===== src/rtl/ebus_pkg.sv =====
package ebus_pkg;

   // Kind of the machine cycle currently being sequenced
   typedef enum logic [1:0] {
      CYC_IDLE   = 2'd0,
      CYC_FETCH  = 2'd1,
      CYC_DREAD  = 2'd2,
      CYC_DWRITE = 2'd3
   } cyc_kind_e;

endpackage


===== src/rtl/ebus_phase_gen.sv =====
module ebus_phase_gen #(
   parameter int MC_LEN   = 12,
   parameter int HALF_LEN = 6,
   parameter int PH_W     = 4
) (
   input  logic            clk,
   input  logic            rst,
   output logic [PH_W-1:0] ph,
   output logic            mc_last,
   output logic            half_last,
   output logic            mc_start
);

   localparam logic [PH_W-1:0] LAST_P = PH_W'(MC_LEN - 1);
   localparam logic [PH_W-1:0] HALF_P = PH_W'(HALF_LEN - 1);

   // Reset parks the counter on the last phase so that the first edge
   // after reset opens phase 0 of a fresh machine cycle.
   always_ff @(posedge clk) begin
      if (rst) begin
         ph <= LAST_P;
      end else if (ph == LAST_P) begin
         ph <= '0;
      end else begin
         ph <= ph + 1'b1;
      end
   end

   assign mc_last   = (ph == LAST_P);
   assign half_last = (ph == HALF_P);
   assign mc_start  = (ph == '0);

endmodule


===== src/rtl/ebus_cycle_ctx.sv =====
module ebus_cycle_ctx
   import ebus_pkg::*;
#(
   parameter int ADDR_W        = 16,
   parameter int DATA_W        = 8,
   parameter int HI_W          = 8,
   parameter int INT_ROM_BYTES = 8192
) (
   input  logic              clk,
   input  logic              rst,
   input  logic              mc_last,
   input  logic              half_last,
   input  logic              mv_req,
   input  logic              mv_write,
   input  logic              mv_wide,
   input  logic [ADDR_W-1:0] pc,
   input  logic [ADDR_W-1:0] dptr,
   input  logic [DATA_W-1:0] ind_addr,
   input  logic [HI_W-1:0]   p2_latch,
   input  logic [DATA_W-1:0] wr_data,
   input  logic              ale_off,
   input  logic              int_rom_sel,
   output cyc_kind_e         kind,
   output logic              ale_quiet,
   output logic [DATA_W-1:0] lo_addr,
   output logic [HI_W-1:0]   hi_addr,
   output logic [DATA_W-1:0] wdat,
   output logic              fetch_ext
);

   logic go_ext;

   // The ROM size picks the routing variant: no internal ROM means every
   // fetch leaves the chip, otherwise the low region can stay inside.
   generate
      if (INT_ROM_BYTES == 0) begin : g_no_rom
         assign go_ext = 1'b1;
      end else begin : g_rom
         localparam logic [ADDR_W:0] ROM_LIM = (ADDR_W + 1)'(INT_ROM_BYTES);
         assign go_ext = !int_rom_sel || ({1'b0, pc} >= ROM_LIM);
      end
   endgenerate

   always_ff @(posedge clk) begin
      if (rst) begin
         kind      <= CYC_IDLE;
         ale_quiet <= 1'b0;
         lo_addr   <= '0;
         hi_addr   <= '0;
         wdat      <= '0;
         fetch_ext <= 1'b0;
      end else if (mc_last) begin
         ale_quiet <= ale_off;
         if (mv_req) begin
            kind      <= mv_write ? CYC_DWRITE : CYC_DREAD;
            lo_addr   <= mv_wide ? dptr[DATA_W-1:0] : ind_addr;
            hi_addr   <= mv_wide ? dptr[ADDR_W-1:DATA_W] : p2_latch;
            wdat      <= wr_data;
            fetch_ext <= 1'b0;
         end else begin
            kind      <= CYC_FETCH;
            lo_addr   <= pc[DATA_W-1:0];
            hi_addr   <= pc[ADDR_W-1:DATA_W];
            fetch_ext <= go_ext;
         end
      end else if (half_last && (kind == CYC_FETCH)) begin
         // second fetch half takes a fresh program counter
         lo_addr   <= pc[DATA_W-1:0];
         hi_addr   <= pc[ADDR_W-1:DATA_W];
         fetch_ext <= go_ext;
      end
   end

endmodule


===== src/rtl/ebus_strobe_dec.sv =====
module ebus_strobe_dec
   import ebus_pkg::*;
#(
   parameter int DATA_W   = 8,
   parameter int HI_W     = 8,
   parameter int PH_W     = 4,
   parameter int ALE_LEN  = 2,
   parameter int PSEN_LEN = 3,
   parameter int STB_LEN  = 6
) (
   input  logic [PH_W-1:0]   ph,
   input  cyc_kind_e         kind,
   input  logic              ale_quiet,
   input  logic [DATA_W-1:0] lo_addr,
   input  logic [HI_W-1:0]   hi_addr,
   input  logic [DATA_W-1:0] wdat,
   input  logic              fetch_ext,
   output logic              ale,
   output logic              psen_n,
   output logic              rd_n,
   output logic              wr_n,
   output logic [DATA_W-1:0] ad_out,
   output logic              ad_oe,
   output logic [HI_W-1:0]   a_hi
);

   localparam int HALF_LEN = ALE_LEN + 1 + PSEN_LEN;

   // Phase landmarks, all derived from the pulse lengths
   localparam logic [PH_W-1:0] HALF_P     = PH_W'(HALF_LEN);
   localparam logic [PH_W-1:0] ALE_P      = PH_W'(ALE_LEN);
   localparam logic [PH_W-1:0] HOLD_P     = PH_W'(ALE_LEN);
   localparam logic [PH_W-1:0] PSEN_P     = PH_W'(ALE_LEN + 1);
   localparam logic [PH_W-1:0] STB_FROM_P = PH_W'(ALE_LEN + 2);
   localparam logic [PH_W-1:0] STB_TO_P   = PH_W'(ALE_LEN + 1 + STB_LEN);
   localparam logic [PH_W-1:0] WD_TO_P    = PH_W'(ALE_LEN + 2 + STB_LEN);

   logic [PH_W-1:0] sub;
   logic            strobe;

   always_comb begin
      sub    = (ph >= HALF_P) ? (ph - HALF_P) : ph;
      strobe = 1'b0;
      ale    = 1'b0;
      psen_n = 1'b1;
      rd_n   = 1'b1;
      wr_n   = 1'b1;
      ad_oe  = 1'b0;
      ad_out = lo_addr;
      a_hi   = hi_addr;
      unique case (kind)
         CYC_FETCH: begin
            ale = !ale_quiet && (sub < ALE_P);
            if (fetch_ext) begin
               psen_n = !(sub >= PSEN_P);
               ad_oe  = (sub <= HOLD_P);
            end
         end
         CYC_DREAD, CYC_DWRITE: begin
            ale    = (ph < ALE_P);
            strobe = (ph >= STB_FROM_P) && (ph <= STB_TO_P);
            if (ph <= HOLD_P) begin
               ad_oe = 1'b1;
            end else if ((kind == CYC_DWRITE) && (ph <= WD_TO_P)) begin
               ad_oe  = 1'b1;
               ad_out = wdat;
            end
            rd_n = !(strobe && (kind == CYC_DREAD));
            wr_n = !(strobe && (kind == CYC_DWRITE));
         end
         default: begin
         end
      endcase
   end

endmodule


===== src/rtl/ebus_seq.sv =====
module ebus_seq
   import ebus_pkg::*;
#(
   parameter int ADDR_W        = 16,
   parameter int DATA_W        = 8,
   parameter int ALE_LEN       = 2,
   parameter int PSEN_LEN      = 3,
   parameter int STB_LEN       = 6,
   parameter int INT_ROM_BYTES = 8192
) (
   input  logic                     clk,
   input  logic                     rst,
   input  logic                     mv_req,
   input  logic                     mv_write,
   input  logic                     mv_wide,
   input  logic [ADDR_W-1:0]        pc,
   input  logic [ADDR_W-1:0]        dptr,
   input  logic [DATA_W-1:0]        ind_addr,
   input  logic [ADDR_W-DATA_W-1:0] p2_latch,
   input  logic [DATA_W-1:0]        wr_data,
   input  logic                     ale_off,
   input  logic                     int_rom_sel,
   output logic                     ale,
   output logic                     psen_n,
   output logic                     rd_n,
   output logic                     wr_n,
   output logic [DATA_W-1:0]        ad_out,
   output logic                     ad_oe,
   output logic [ADDR_W-DATA_W-1:0] a_hi,
   output logic                     mc_start
);

   localparam int HI_W     = ADDR_W - DATA_W;
   localparam int HALF_LEN = ALE_LEN + 1 + PSEN_LEN;
   localparam int MC_LEN   = 2 * HALF_LEN;
   localparam int PH_W     = $clog2(MC_LEN);

   // Elaboration-time parameter checks
   generate
      if (ALE_LEN < 1 || PSEN_LEN < 1 || STB_LEN < 1) begin : g_bad_len
         $error("ebus_seq: pulse lengths must be at least one period");
      end
      if (ADDR_W <= DATA_W) begin : g_bad_width
         $error("ebus_seq: address must be wider than the data bus");
      end
      if (ALE_LEN + 2 + STB_LEN > MC_LEN - 1) begin : g_bad_strobe
         $error("ebus_seq: data strobe does not fit into one machine cycle");
      end
      if (INT_ROM_BYTES < 0 || INT_ROM_BYTES > (2 ** ADDR_W)) begin : g_bad_rom
         $error("ebus_seq: internal ROM size exceeds the address space");
      end
   endgenerate

   logic [PH_W-1:0]   ph;
   logic              mc_last;
   logic              half_last;
   cyc_kind_e         kind;
   logic              ale_quiet;
   logic [DATA_W-1:0] lo_addr;
   logic [HI_W-1:0]   hi_addr;
   logic [DATA_W-1:0] wdat;
   logic              fetch_ext;

   ebus_phase_gen #(
      .MC_LEN   (MC_LEN),
      .HALF_LEN (HALF_LEN),
      .PH_W     (PH_W)
   ) u_phase (
      .clk       (clk),
      .rst       (rst),
      .ph        (ph),
      .mc_last   (mc_last),
      .half_last (half_last),
      .mc_start  (mc_start)
   );

   ebus_cycle_ctx #(
      .ADDR_W        (ADDR_W),
      .DATA_W        (DATA_W),
      .HI_W          (HI_W),
      .INT_ROM_BYTES (INT_ROM_BYTES)
   ) u_ctx (
      .clk         (clk),
      .rst         (rst),
      .mc_last     (mc_last),
      .half_last   (half_last),
      .mv_req      (mv_req),
      .mv_write    (mv_write),
      .mv_wide     (mv_wide),
      .pc          (pc),
      .dptr        (dptr),
      .ind_addr    (ind_addr),
      .p2_latch    (p2_latch),
      .wr_data     (wr_data),
      .ale_off     (ale_off),
      .int_rom_sel (int_rom_sel),
      .kind        (kind),
      .ale_quiet   (ale_quiet),
      .lo_addr     (lo_addr),
      .hi_addr     (hi_addr),
      .wdat        (wdat),
      .fetch_ext   (fetch_ext)
   );

   ebus_strobe_dec #(
      .DATA_W   (DATA_W),
      .HI_W     (HI_W),
      .PH_W     (PH_W),
      .ALE_LEN  (ALE_LEN),
      .PSEN_LEN (PSEN_LEN),
      .STB_LEN  (STB_LEN)
   ) u_dec (
      .ph        (ph),
      .kind      (kind),
      .ale_quiet (ale_quiet),
      .lo_addr   (lo_addr),
      .hi_addr   (hi_addr),
      .wdat      (wdat),
      .fetch_ext (fetch_ext),
      .ale       (ale),
      .psen_n    (psen_n),
      .rd_n      (rd_n),
      .wr_n      (wr_n),
      .ad_out    (ad_out),
      .ad_oe     (ad_oe),
      .a_hi      (a_hi)
   );

endmodule


===== config.mk =====
export PLATFORM = sky130hd
export DESIGN_NAME = ebus_seq
export DESIGN_NICKNAME = d
export VERILOG_FILES = /design/src/rtl/ebus_pkg.sv /design/src/rtl/ebus_phase_gen.sv /design/src/rtl/ebus_cycle_ctx.sv /design/src/rtl/ebus_strobe_dec.sv /design/src/rtl/ebus_seq.sv
export SDC_FILE = /design/constraint.sdc
export NUM_CORES = 1
export LEC_CHECK = 0
export BUFFER_PORTS_ARGS = -buffer_cell sky130_fd_sc_hd__buf_2
export CELL_PAD_IN_SITES_DETAIL_PLACEMENT = 0
export CELL_PAD_IN_SITES_GLOBAL_PLACEMENT = 1
export CORE_UTILIZATION = 35
export CTS_BUF_LIST = sky130_fd_sc_hd__clkbuf_8
export DETAILED_ROUTE_END_ITERATION = 10
export PLACE_DENSITY = 0.81
export SLEW_MARGIN = 20
export SYNTH_ARGS = -nofsm -noshare
export SYNTH_HDL_FRONTEND = slang
export SYNTH_HIERARCHICAL = 1
export SYNTH_SLANG_ARGS = --single-unit

===== constraint.sdc =====
create_clock -name clk -period 1.95 [get_ports clk]
set_clock_uncertainty 0.05 [all_clocks]
set_input_delay 0.39 -clock clk [delete_from_list [all_inputs] [get_ports clk]]
set_output_delay 0.39 -clock clk [all_outputs]
set_load 0.05 [all_outputs]

==> impl_metrics.yaml, run 1 <==
run_status:
  status: "finished, violations left"
  violations: "setup timing"
clock_tree:
  worst_skew_pair.late_latency_ns: 0.28
  root_buffer: "clkbuf_8"
  cts_buffers: 5
  cts_hold_buf: 0
  clock_path_buffers: 2
  clkSinkCount: 32
  cts_tree: "built"
  clk_pin_slew_ns: 0.06
  htreeDepth: 2
pwr:
  p_leak_nw: 1.308
  powerDensity_nw_per_um2: 899.0
  combinationalPowerShare_pct: 44.1
  switching_power_uw: 911.5
  seq_power_share_pct: 34.6
  vdd_drop_max_mv: 0.5808
  p_int_mw: 1.500
  sw_frac_of_total_pct: 37.80
  power_mw: 2.412
  clockPowerShare_pct: 21.3
job:
  cap_violations: 0
logic_synthesis:
  async_reset_ff_share_pct: 0
  synth_compound_area_share_pct: 23.13
  avgSynthCellArea_sq_um: 9.357
  synthAdderAreaFrac_pct: 2.455
  syn_inst: 207
  ys_types: 41
  ys_ff_latch: 32
  synth-simple-area-share_pct: 14.28
  synth_edf_count: 0
  synthTopCellsByArea: "dfxtp_1 (33%), a21oi_1 (10%), mux2i_1 (9.3%)"
  yosys.area.top_type: "dfxtp_1"
  synth_area_sq_um: 1937
  synth_xor_xnor_area_share_pct: 1.292
  yosysWarnings: 6
  synth-main-ff-cell: "dfxtp_1"
  synthMuxAreaShare_pct: 15.12
  synth_top_area_share_pct: 33.07
  synth-seq-area-share_pct: 33.07
  synth_top_family_by_area: "compound AO/OA/AOI/OAI gates"
  syn-num-nets: 273
grt:
  grt_antenna_before_repair: 0
  gr-total-overflow: 0
  grt_max_degree: 25
  grt_pass1_vias: 1744
  grt_pass1_wl_mm: 8.397
  grtUsageTotal_pct: 17.86
floorplan:
  pin_count: 85
  num_rows: 26
  die_x_um: 76.39
  die_h_um: 76.39
  dieArea_sq_um: 5835
  initial_core_util_pct: 37.21
  core-area_sq_um: 5205
final_layout:
  fin_cells: 365
  drive_gt1_share_pct: 50.85
  area_delta_synth_final_pct: 38.50
  num_antenna_cells: 0
  fin_nets: 360
timing:
  finalHoldViolCount: 0
  fmax_ghz: 0.4747
  rsz0062_at_grt: "true"
  setup_viol: 9
  max_slew.worst_pin.slew_ns: 0.4553
  setup_ws_ns: -0.1567
  fin_crit_ns: 2.107
  period_share_pct: 108.0
  slew_headroom_pct: 69.64
  finalMaxSlewViolations: 0
place:
  placed_cells: 349
  dp_hpwl_mm: 3.578
  io_buffers: 84
  dp_slack_ns: -0.05764
  gp_congestion: 0.7509
drt:
  wirelength_mm: 5.112
  ant_nets: 0
  avgRoutedWirePerCell_um: 14.01
  drc: 0
  via_count: 1782
  routed_via_density: 4.882
  dr.pass1.iters: 4
  first_iter_violations: 76
setup_path:
  arrival_ns: 1.67
  worstPathMaxFanout: 8
  reg2regPathDepth: 8
  path_class: "reg -> out"
  required_ns: 1.51
  critPathLaunchType: "flop"
  end_kind: "output port"
worst_hold_path:
  whs_path_depth: 3
  hold_path_class: "in -> reg"
==> sequential cells by signal, summed over array words and instances, names as in the netlist <==
| name | flops |
|---|---|
| u_ctx/lo_addr | 8 |
| u_ctx/hi_addr | 8 |
| u_phase/ph | 4 |
| u_ctx/wdat | 8 |
| u_ctx/fetch_ext | 1 |
| u_ctx/kind | 2 |
| u_ctx/ale_quiet | 1 |
==> layout make-up <==
type                            count  area, sq um
Clock buffer                        6        82.58
Clock inverter                      2        10.01
Fill cell                         518         2522
Inverter                            4        15.01
Multi-Input combinational cell    150         1181
Sequential cell                    32        655.6
Tap cell                           70        87.58
Timing Repair Buffer              101        650.6
==> power by group through the flow <==
stage | Combinational [mW] | Clock (mW) | Sequential [mW]
after floorplan | 0.733 | 0 | 0.827
after global placement | 0.874 | 0 | 0.843
after detailed placement | 0.885 | 0 | 0.841
after CTS | 0.995 | 0.533 | 0.830
after global routing | 1.15 | 0.566 | 0.847
final | 1.06 | 0.514 | 0.835
==> worst max-delay path, stage by stage, from the launching register on <==
cell	delay, ns
dfxtp_4	0.35
a21oi_4	0.18
xnor2_2	0.15
nand3_4	0.19
mux2_4	0.36
buf_8	0.15
==> worst paths after layout <==
check                              startpoint                to  slack, ns
worst max register to register  u_phase/ph[1]  u_ctx/hi_addr[2]       0.11
worst min register to register  u_ctx/wdat[4]     u_ctx/wdat[4]       0.40
worst max-delay path            u_phase/ph[1]         ad_out[5]      -0.16
worst min-delay path               wr_data[5]     u_ctx/wdat[5]       0.30
==> through the flow <==
step	TNS, ns	instance area (sq um)	util [%]	hold WS, ns
6_report	-1.293	2683	51.54	0.2970
5_1_grt	-1.731	2683	51.54	0.2977
4_1_cts	-1.275	2587	49.71	0.2874
3_5_place_dp	-0.6065	2331	44.78	0.3954
3_3_place_gp	0	2331	44.78	0.3923
2_1_floorplan	0	1937	-	0.3798
==> synth_stat cells (4+ instances only) <==
cell type / n
a21oi_1: 40
a21oi_2: 5
a22o_1: 8
a22o_2: 9
buf_4: 9
buf_6: 8
dfxtp_1: 32
inv_1: 4
mux2_2: 6
mux2i_1: 18
nand2_1: 21
nor2_1: 9
==> kinds of logic (layout without fill, tap and decap cells) <==
logic type,after synthesis,after routing
compound gates,68,68
fa+ha+maj,4,4
buf+inv,26,113
mux,27,27
simple gates,48,49
flops,32,32
xor+xnor,2,2
==> placed cells by master (no fill, tap or decap), types with 4 or more instances in the layout <==
cell type and count:
a21oi_1 39, a21oi_2 4, a22o_1 8, a22o_2 9, buf_2 72, buf_4 15, buf_6 10, clkbuf_8 6
dfxtp_1 28, dfxtp_4 4, inv_1 4, mux2_4 8, mux2i_1 18, nand2_1 21, nor2_1 7
==> routing by layer <==
layer	part of all wire [%]	wire length, um	track usage, %	vias up
met1	45	2318	23.22	810
met2	47	2405	27.93	57
met5	0	0	0	-
met4	1.1	55	6.538	0
met3	6.5	332	5.150	6
li1	-	-	-	909
==> timing repair <==
item                       CTS  global route
gates cloned                 0             1
setup endpoints to repair   28            28
gates resized for setup     37            15
buffers inserted             6             1
pin swaps                    4             3
No activity file was read; power rests on OpenSTA's default activity.
==> run 2, diff against run 1 <==
==> constraint.sdc (replaced) <==
create_clock -name clk -period 1.95 [get_ports clk]
set_clock_uncertainty 0.05 [all_clocks]
set_input_delay 0.195 -clock clk [delete_from_list [all_inputs] [get_ports clk]]
set_output_delay 0.195 -clock clk [all_outputs]
set_load 0.05 [all_outputs]
==> run 2 against run 1 <==
Net effect: the flow now finishes without violations; core utilization fell by 3.2 points; maximum frequency rose by 10%; non-clock buffer count fell by 3; power fell by 3.8%; critical path depth did not move; wire length fell by 6.0%; critical endpoint is now ad_oe.
==> impl_metrics.yaml, run 2 (synthesized netlist as in run 1, its figures left out) <==
pwr:
  vdd_drop_max_mv: 0.5021
  power_mw: 2.321
  p_leak_nw: 1.241
  powerDensity_nw_per_um2: 922.9
final_layout:
  fin_area_sq_um: 2515
  fill_cells: 534
  fin_nets: 356
  utilization_pct: 48.32
  reg_top3: "u_ctx/hi_addr: 8 flops, u_ctx/lo_addr: 8 flops, u_ctx/wdat: 8 flops"
  fin_cells: 360
  layout_common_cells: "buf_2 (76), a21oi_1 (40), dfxtp_1 (28)"
  layout_commonest_cell: "buf_2"
  seq_area_sq_um: 650.6
  num_antenna_cells: 0
  drive_gt1_share_pct: 48.28
  multiInputGateArea_sq_um: 1104
  area_delta_synth_final_pct: 29.84
drt:
  wirelength_mm: 4.806
  drc: 0
  routed_via_density: 4.789
  avgRoutedWirePerCell_um: 13.35
  ant_nets: 0
  dr.pass1.iters: 4
  via_count: 1724
  first_iter_violations: 59
grt:
  grt_pass1_wl_mm: 7.396
  grt_pass1_vias: 1514
  grtUsageTotal_pct: 16.07
  grt_max_degree: 25
  grt_antenna_before_repair: 0
  gr-total-overflow: 0
place:
  place_area_sq_um: 2323
  io_buffers: 84
  gp_congestion: 0.7406
  placed_cells: 348
  dp_hpwl_mm: 3.534
  dp_slack_ns: 0.006714
timing:
  slew_headroom_pct: 68.81
  max_slew.worst_pin.slew_ns: 0.4678
  setup_ws_ns: 0.03534
  whs_ns: 0.1006
  tns_ns: 0
  period_share_pct: 98.19
  fmax_ghz: 0.5223
  finalMaxSlewViolations: 0
  setup_viol: 0
  finalHoldViolCount: 0
  fin_crit_ns: 1.915
floorplan:
  dieArea_sq_um: 5835
  die_x_um: 76.39
  core-area_sq_um: 5205
  pin_count: 85
  initial_core_util_pct: 37.21
  num_rows: 26
  die_h_um: 76.39
setup_path:
  cp_slowest_cell: "dfxtp_4"
  worstPathMaxFanout: 5
  worst_path_dominant_cell_family: "flip-flops"
  critPathLaunchType: "flop"
  path_class: "reg -> out"
  critical_path.max_stage_delay_ns: 0.38
  crit_chain: "a21oi_4 > buf_4 > maj3_1 > a22o_1 > clkbuf_4"
  end_kind: "output port"
  required_ns: 1.70
  path_buf_inv: 2
  arrival_ns: 1.67
clock_tree:
  root_buffer: "clkbuf_8"
  worst_skew_pair.late_latency_ns: 0.28
  clk_pin_slew_ns: 0.06
  cts_buffers: 5
  clock_path_buffers: 2
  cts_tree: "built"
  clkSinkCount: 32
  cts_hold_buf: 0
  htreeDepth: 2
job:
  cap_violations: 0
run_status:
  status: "finished, final reports clean"
worst_hold_path:
  hold_path_class: "in -> reg"
[run 2: changes by cell type in the layout (fill, tap and decap cells not counted), moves of 3 or more]
cell    before  now
buf_6       10    1
buf_2       72   76
buf_4       15   19
mux2_2       1    5
mux2_4       8    4
buf_8        3    0
[run 2: worst register-to-register path, cell delays in order (launching register included)]
cell	delay [ns]
dfxtp_4	0.35
buf_4	0.15
inv_1	0.07
ha_1	0.13
and3b_1	0.19
nand3b_4	0.10
nor3b_4	0.18
buf_12	0.15
a22o_2	0.25
[run 2: final timing paths]
check / depth (start not counted) / slack [ns] / start / to
setup / recovery: 5 / 0.04 / u_phase/ph[0] / ad_oe
hold / removal: 3 / 0.10 / wr_data[1] / u_ctx/wdat[1]
setup reg to reg: 8 / 0.23 / u_phase/ph[1] / u_ctx/lo_addr[5]
hold reg to reg: 2 / 0.40 / u_ctx/wdat[5] / u_ctx/wdat[5]
[run 2: where the power goes]
group / internal, mW / switching (mW) / leakage, nW
Clock: 0.314 / 0.229 / 0.0503
Sequential: 0.754 / 0.0849 / 0.263
Combinational: 0.394 / 0.545 / 0.927
[run 2: timing repair]
action,4_1_cts,5_1_grt
gates resized for setup,7,13
cloned,0,0
buffers inserted,0,5
pin swaps,1,0
setup endpoints to repair,9,27
hold endpoints to repair,0,0
[run 2: layer usage]
metal | up-vias | routed length [um] | global-route usage [%]
met3 | 4 | 336 | 4.311
li1 | 894 | - | -
met2 | 52 | 2220 | 23.96
met4 | 0 | 46 | 5.192
met5 | - | 0 | 0
met1 | 774 | 2203 | 22.30
[run 2: final cells by class]
class                   instances  area share (%)
repair buffers                 98           22.34
inverters                       4          0.5970
flip-flops and latches         32           25.87
multi-input cells             149           43.88
clock buffers                   7           3.831
well taps                      70           3.483
